==> config.mk <==
export PLATFORM = sky130hd
export DESIGN_NAME = jtag_tap
export DESIGN_NICKNAME = d
export VERILOG_FILES = /design/src/rtl/jtag_tap_pkg.sv /design/src/rtl/tap_ctrl.sv /design/src/rtl/tap_ir.sv /design/src/rtl/tap_dr.sv /design/src/rtl/jtag_tap.sv
export SDC_FILE = /design/constraint.sdc
export NUM_CORES = 1
export LEC_CHECK = 0
export BUFFER_PORTS_ARGS = -buffer_cell sky130_fd_sc_hd__buf_2
export CORE_MARGIN = 1
export CORE_UTILIZATION = 35
export CTS_CLUSTER_SIZE = 8
export DETAILED_ROUTE_END_ITERATION = 8
export PLACE_DENSITY_LB_ADDON = 0.25
export RECOVER_POWER = 100
export SLEW_MARGIN = 20
export SYNTH_ARGS = -nofsm -noshare
export SYNTH_HDL_FRONTEND = slang
export SYNTH_SLANG_ARGS = --single-unit
==> constraint.sdc <==
create_clock -name tck -period 3.76 [get_ports tck]
set_clock_uncertainty 0.1 [all_clocks]
set_input_delay 0.752 -clock tck [delete_from_list [all_inputs] [get_ports tck]]
set_output_delay 0.752 -clock tck [all_outputs]
set_load 0.01 [all_outputs]
==> src/rtl/jtag_tap_pkg.sv <==
package jtag_tap_pkg;

  typedef enum logic [3:0] {
    ST_RESET    = 4'd0,
    ST_IDLE     = 4'd1,
    ST_SEL_DR   = 4'd2,
    ST_CAP_DR   = 4'd3,
    ST_SH_DR    = 4'd4,
    ST_EX1_DR   = 4'd5,
    ST_PAU_DR   = 4'd6,
    ST_EX2_DR   = 4'd7,
    ST_UPD_DR   = 4'd8,
    ST_SEL_IR   = 4'd9,
    ST_CAP_IR   = 4'd10,
    ST_SH_IR    = 4'd11,
    ST_EX1_IR   = 4'd12,
    ST_PAU_IR   = 4'd13,
    ST_EX2_IR   = 4'd14,
    ST_UPD_IR   = 4'd15
  } tap_state_t;

  function automatic tap_state_t tap_next(input tap_state_t s, input logic m);
    tap_state_t n;
    case (s)
      ST_RESET:  n = m ? ST_RESET  : ST_IDLE;
      ST_IDLE:   n = m ? ST_SEL_DR : ST_IDLE;
      ST_SEL_DR: n = m ? ST_SEL_IR : ST_CAP_DR;
      ST_CAP_DR: n = m ? ST_EX1_DR : ST_SH_DR;
      ST_SH_DR:  n = m ? ST_EX1_DR : ST_SH_DR;
      ST_EX1_DR: n = m ? ST_UPD_DR : ST_PAU_DR;
      ST_PAU_DR: n = m ? ST_EX2_DR : ST_PAU_DR;
      ST_EX2_DR: n = m ? ST_UPD_DR : ST_SH_DR;
      ST_UPD_DR: n = m ? ST_SEL_DR : ST_IDLE;
      ST_SEL_IR: n = m ? ST_RESET  : ST_CAP_IR;
      ST_CAP_IR: n = m ? ST_EX1_IR : ST_SH_IR;
      ST_SH_IR:  n = m ? ST_EX1_IR : ST_SH_IR;
      ST_EX1_IR: n = m ? ST_UPD_IR : ST_PAU_IR;
      ST_PAU_IR: n = m ? ST_EX2_IR : ST_PAU_IR;
      ST_EX2_IR: n = m ? ST_UPD_IR : ST_SH_IR;
      default:   n = m ? ST_SEL_DR : ST_IDLE;
    endcase
    return n;
  endfunction

endpackage

==> src/rtl/tap_ctrl.sv <==
module tap_ctrl
  import jtag_tap_pkg::*;
(
  input  logic       tck,
  input  logic       trst_n,
  input  logic       tms,
  output tap_state_t state
);

  always_ff @(posedge tck or negedge trst_n) begin
    if (!trst_n) state <= ST_RESET;
    else         state <= tap_next(state, tms);
  end

endmodule

==> src/rtl/tap_ir.sv <==
module tap_ir
  import jtag_tap_pkg::*;
#(
  parameter int            IR_W      = 8,
  parameter logic [IR_W-1:0] RESET_OP = IR_W'(1)
) (
  input  logic            tck,
  input  logic            trst_n,
  input  logic            tdi,
  input  tap_state_t      state,
  input  logic [IR_W-3:0] cap_status,
  output logic            ir_lsb,
  output logic [IR_W-1:0] ir_q
);

  logic [IR_W-1:0] sr;

  always_ff @(posedge tck or negedge trst_n) begin
    if (!trst_n) begin
      sr <= {{(IR_W-2){1'b0}}, 2'b01};
    end else if (state == ST_CAP_IR) begin
      sr <= {cap_status, 2'b01};
    end else if (state == ST_SH_IR) begin
      sr <= {tdi, sr[IR_W-1:1]};
    end
  end

  always_ff @(negedge tck or negedge trst_n) begin
    if (!trst_n)                 ir_q <= RESET_OP;
    else if (state == ST_RESET)  ir_q <= RESET_OP;
    else if (state == ST_UPD_IR) ir_q <= sr;
  end

  assign ir_lsb = sr[0];

endmodule

==> src/rtl/tap_dr.sv <==
module tap_dr
  import jtag_tap_pkg::*;
#(
  parameter int              ID_W     = 32,
  parameter logic [ID_W-1:0] ID_VALUE = '1
) (
  input  logic       tck,
  input  logic       trst_n,
  input  logic       tdi,
  input  tap_state_t state,
  input  logic       sel_id,
  output logic       dr_bit
);

  logic [ID_W-1:0] id_sr;
  logic            byp;

  always_ff @(posedge tck or negedge trst_n) begin
    if (!trst_n) begin
      id_sr <= '0;
      byp   <= 1'b0;
    end else if (state == ST_CAP_DR) begin
      if (sel_id) id_sr <= ID_VALUE;
      byp <= 1'b0;
    end else if (state == ST_SH_DR) begin
      if (sel_id) id_sr <= {tdi, id_sr[ID_W-1:1]};
      else        byp   <= tdi;
    end
  end

  assign dr_bit = sel_id ? id_sr[0] : byp;

endmodule

==> src/rtl/jtag_tap.sv <==
module jtag_tap
  import jtag_tap_pkg::*;
#(
  parameter int           IR_W    = 8,
  parameter logic [3:0]   VERSION = 4'h3,
  parameter logic [15:0]  PART    = 16'hA5C7,
  parameter logic [10:0]  MFR     = 11'h2B5
) (
  input  logic            tck,
  input  logic            trst_n,
  input  logic            tms,
  input  logic            tdi,
  input  logic [IR_W-3:0] cap_status,
  output logic            tdo,
  output logic            tdo_en
);

  localparam int              ID_W      = 32;
  localparam logic [ID_W-1:0] ID_VALUE  = {VERSION, PART, MFR, 1'b1};
  localparam logic [IR_W-1:0] OP_IDCODE = IR_W'(1);

  tap_state_t      state_q;
  logic            ir_lsb;
  logic [IR_W-1:0] ir_q;
  logic            sel_id;
  logic            dr_bit;
  logic            in_shift;

  tap_ctrl u_ctrl (
    .tck    (tck),
    .trst_n (trst_n),
    .tms    (tms),
    .state  (state_q)
  );

  tap_ir #(.IR_W(IR_W), .RESET_OP(OP_IDCODE)) u_ir (
    .tck        (tck),
    .trst_n     (trst_n),
    .tdi        (tdi),
    .state      (state_q),
    .cap_status (cap_status),
    .ir_lsb     (ir_lsb),
    .ir_q       (ir_q)
  );

  assign sel_id = (ir_q == OP_IDCODE);

  tap_dr #(.ID_W(ID_W), .ID_VALUE(ID_VALUE)) u_dr (
    .tck    (tck),
    .trst_n (trst_n),
    .tdi    (tdi),
    .state  (state_q),
    .sel_id (sel_id),
    .dr_bit (dr_bit)
  );

  assign in_shift = (state_q == ST_SH_IR) || (state_q == ST_SH_DR);

  always_ff @(negedge tck or negedge trst_n) begin
    if (!trst_n) begin
      tdo    <= 1'b0;
      tdo_en <= 1'b0;
    end else begin
      tdo    <= (state_q == ST_SH_IR) ? ir_lsb : dr_bit;
      tdo_en <= in_shift;
    end
  end

endmodule

Yosys cells after proc, flatten, opt, wreduce, memory -nomap -nowiden
Index checks and enable logic that the tools add are counted.
Storage, ports and cells
  bits in registers: 55
  input port bits: 10
  output and inout port bits: 2
  logic and storage cells: 57
Operators by class
  equality and inequality tests: 15
  muxes and demuxes: 26
  reductions and logical operators: 9
Operators by type and width (number)
  32-bit two-way mux: 4
  4-bit case mux with 11 select lines: 1
  8-bit two-way mux: 4
  4-bit equality test (second input constant): 7
  4-bit by 3-bit equality test with 1-bit output (second input constant): 4
  4-bit two-way mux: 4
  4-bit by 2-bit equality test with 1-bit output (second input constant): 2
  8-bit by 1-bit equality test with 1-bit output (second input constant): 1
  1-bit two-way mux: 8
  2-bit two-way mux: 3
  3-bit two-way mux: 2
  2-bit nonzero test: 3
  4-bit zero test: 1
  2-bit AND reduction: 2
  2-bit OR reduction: 2
  2-bit inequality test (second input constant): 1
  1-bit logical OR: 1

Depth between registers and ports, before layout
  depth in word-level cells: 4
  gate-level depth with buffers: 6
  mapped depth without buffers: 4

By module
A second synthesis with hierarchy kept.
Unflattened totals
  cell total of the unflattened synthesis: 203
  area total of the unflattened synthesis: 2381.0 µm²
By module, submodules not included
  tap_dr: instances 1, cells each 83, area each 1236.2 µm², sequential area each 825.8 µm²
  tap_ir: instances 1, cells each 74, area each 740.7 µm², sequential area each 402.9 µm²
  tap_ctrl: instances 1, cells each 37, area each 300.3 µm², sequential area each 100.1 µm²
  jtag_tap: instances 1, cells each 9, area each 103.8 µm², sequential area each 50.0 µm²

==> impl_metrics.env <==
export IMPL_grt_use_total=0.138
export IMPL_violations="capacitance limit, slew limit"
export IMPL_die_width_um=84.2
export IMPL_powerDensity_nw_per_um2=897
export IMPL_rr_startpoint="u_ir.ir_q[0]"
export IMPL_critPathArrivalTime_ns=3.71
export IMPL_yosysSeqAreaShare=0.583
export IMPL_via_count=1593
export IMPL_ys_warnings_count=0
export IMPL_syn_area_per_cell_sq_um=11.9
export IMPL_rrSetupSlack_ns=0.14
export IMPL_hold_viol=0
export IMPL_rsz0062_at_grt="false"
export IMPL_relSlewSlack=-0.0170
export IMPL_placed_cells=282
export IMPL_grt_pass1_vias=1581
export IMPL_initial_core_util=0.368
export IMPL_dr_pass1_iters=4
export IMPL_worstRegToRegCells=4
export IMPL_dp_hpwl_mm=2.97
export IMPL_crit_type="reg2reg"
export IMPL_synth_xor_area_frac=0.00371
export IMPL_cts_buffers=5
export IMPL_synth_compound_area_frac=0.237
export IMPL_portBuffers=11
export IMPL_synth_seq_cells=55
export IMPL_crit_buf_inv=0
export IMPL_cts_buffer_depth=2
export IMPL_h_tree_depth=2
export IMPL_drc=0
export IMPL_min_delay_path_depth=1
export IMPL_grt_pass1_wl_mm=7.93
export IMPL_viasPerCell=5.49
export IMPL_die_h_um=84.2
export IMPL_worst_pin_slew_ns=1.53
export IMPL_synth_fa_ha_area_frac=0
export IMPL_fin_cells=290
export IMPL_synth_top_family_by_area="compound AO/OA/AOI/OAI gates"
export IMPL_tns_ns=0
export IMPL_hold_path_class="reg2reg"
export IMPL_die_area_sq_um=7090
export IMPL_final_core_util=0.402
export IMPL_r2r_end="u_dr.id_sr[6]"
export IMPL_worst_ir_drop_vdd_v=0.000390
export IMPL_path_delay_family="simple AND/OR/NAND/NOR gates"
export IMPL_ant_nets=0
export IMPL_antenna_found_initial=0
export IMPL_first_iter_violations=47
export IMPL_cts_tree="yes"
export IMPL_start_kind="flop"
export IMPL_worst_setup_path_end_kind="flop"
export IMPL_routed_wl_mm=4.43
export IMPL_syn_inst=199
export IMPL_insertion_delay_ns=0.36
export IMPL_n_fill_cell=613
export IMPL_slowest_stage="dfstp_1"
export IMPL_slew_viol_final=30
export IMPL_maxCapViolCount=1
export IMPL_grt_overflow=0
export IMPL_final_cell_mix="dfrtp_1, o22a_1, a22o_1"
export IMPL_cpPeakStageDelay_ns=0.53
export IMPL_setup_violations=0
export IMPL_gp_congestion=0.758
export IMPL_syn_nets=209
export IMPL_coreArea_sq_um=6420
export IMPL_final_common_cell="dfrtp_1"
export IMPL_drive_gt1_frac=0.155
export IMPL_crit_path_max_fanout=18
export IMPL_hp_start="u_dr.id_sr[10]"
export IMPL_antenna_cells=0
export IMPL_wl_per_cell_um=15.3
export IMPL_cts_root_buffer="clkbuf_8"
export IMPL_area_growth_pct=9.21
export IMPL_synth_area_mux_share=0.00424
export IMPL_cp_required_ns=3.85
export IMPL_leakagePower_nw=1.12
export IMPL_nNetsFinal=222
export IMPL_rows=29
export IMPL_grt_max_degree=30
export IMPL_synth_simple_area_share=0.128
export IMPL_clock_sinks=55
export IMPL_ios=12
export IMPL_status="finished, violations left"
export IMPL_clk_pin_slew_ns=0.10
export IMPL_holdPathEnd="u_dr.id_sr[10]"
export IMPL_crit_chain="nor4b_4 > and2_2 > nand2_2 > o22a_1"
export IMPL_syn_area_sq_um=2360
export IMPL_synth_cell_types=40
## state kept, by name (all words and copies together), names as in the netlist
register,count
u_ir.sr,8
tdo,1
u_dr.byp,1
tdo_en,1
u_ctrl.state,4
u_dr.id_sr,32
u_ir.ir_q,8
## timing repair
item | CTS | global route
gates resized for setup | 0 | 1
endpoints found under the setup margin | 0 | 6
hold buffers | 0 | 0
buffers inserted | 0 | 0
## worst max path at each step
stage,from,endpoint,slack (ns),cells after the start
after floorplan,u_ir.ir_q[0],u_dr.id_sr[11],0.30,5
after global placement,u_ir.ir_q[0],u_dr.id_sr[21],0.15,4
after detailed placement,u_ir.ir_q[0],u_dr.id_sr[30],0.15,4
after CTS,u_ir.ir_q[0],u_dr.id_sr[9],0.11,4
after global routing,u_ir.ir_q[0],u_dr.id_sr[6],0.03,4
final,u_ir.ir_q[0],u_dr.id_sr[6],0.14,4
## cell families (layout without fill, tap and decap cells)
group                     count (synthesis)  after routing
AOI/OAI and AO/OA                        72             72
and+or+nand+nor                          51             51
muxes                                     1              1
xor gates and xnor gates                  1              1
buffers and inverters                    19             33
DFF                                      55             55
## through the flow
step / power [mW] / instance area (sq um) / hold WS (ns) / setup slack [ns]
after global routing: 2.51 / 2580 / 0.417 / 0.0259
after CTS: 2.36 / 2600 / 0.287 / 0.106
after detailed placement: 2.02 / 2510 / 0.378 / 0.145
after floorplan: 1.79 / 2360 / 0.356 / 0.304
final: 2.32 / 2580 / 0.396 / 0.145
after global placement: 2.00 / 2510 / 0.374 / 0.154
## area by class of cell
cell class	instances	area (sq um)	share of cell area
inverters	4	15.0	0.00582
clock inverters	4	28.8	0.0111
clock buffers	5	68.8	0.0267
flip-flops and latches	55	1380	0.534
repair buffers	20	116	0.0451
well taps	77	96.3	0.0373
multi-input cells	125	877	0.340
## Yosys cell counts, drive strengths merged
cell type / instances / area, sq um
dfstp: 2 / 52.6
a21oi: 15 / 86.3
o22ai: 8 / 50.1
o221ai: 1 / 8.76
mux2i: 1 / 10.0
nor3: 2 / 10.0
dfrtn: 9 / 225
nor2: 15 / 61.3
nor4b: 1 / 23.8
o32ai: 1 / 8.76
nor2b: 2 / 12.5
o21ai: 1 / 5.00
a211oi: 1 / 7.51
nor4: 1 / 21.3
o211ai: 2 / 15.0
a21o: 1 / 7.51
and3: 3 / 18.8
a221o: 6 / 60.1
nand2: 13 / 53.8
xor2: 1 / 8.76
o21a: 1 / 7.51
inv: 5 / 18.8
nand2b: 1 / 6.26
o22a: 18 / 158
clkbuf: 5 / 18.8
nor3b: 6 / 45.0
a31oi: 1 / 6.26
nand3: 5 / 35.0
buf: 9 / 66.3
and2: 1 / 7.51
a22o: 16 / 140
or3: 1 / 6.26
dfrtp: 44 / 1100
## routing by layer
metal	wire (um)	GRT usage	vias to the layer above
met5	0	0	-
met4	25	0.0376	0
met3	175	0.0295	2
met2	2010	0.203	28
met1	2210	0.208	792
li1	-	-	771
## power breakdown
group / switching, mW / internal (mW) / total [mW]
Combinational: 0.479 / 0.451 / 0.930
Sequential: 0.194 / 0.853 / 1.05
Clock: 0.201 / 0.138 / 0.339
Note: power is estimated with default switching activity, not from simulation.
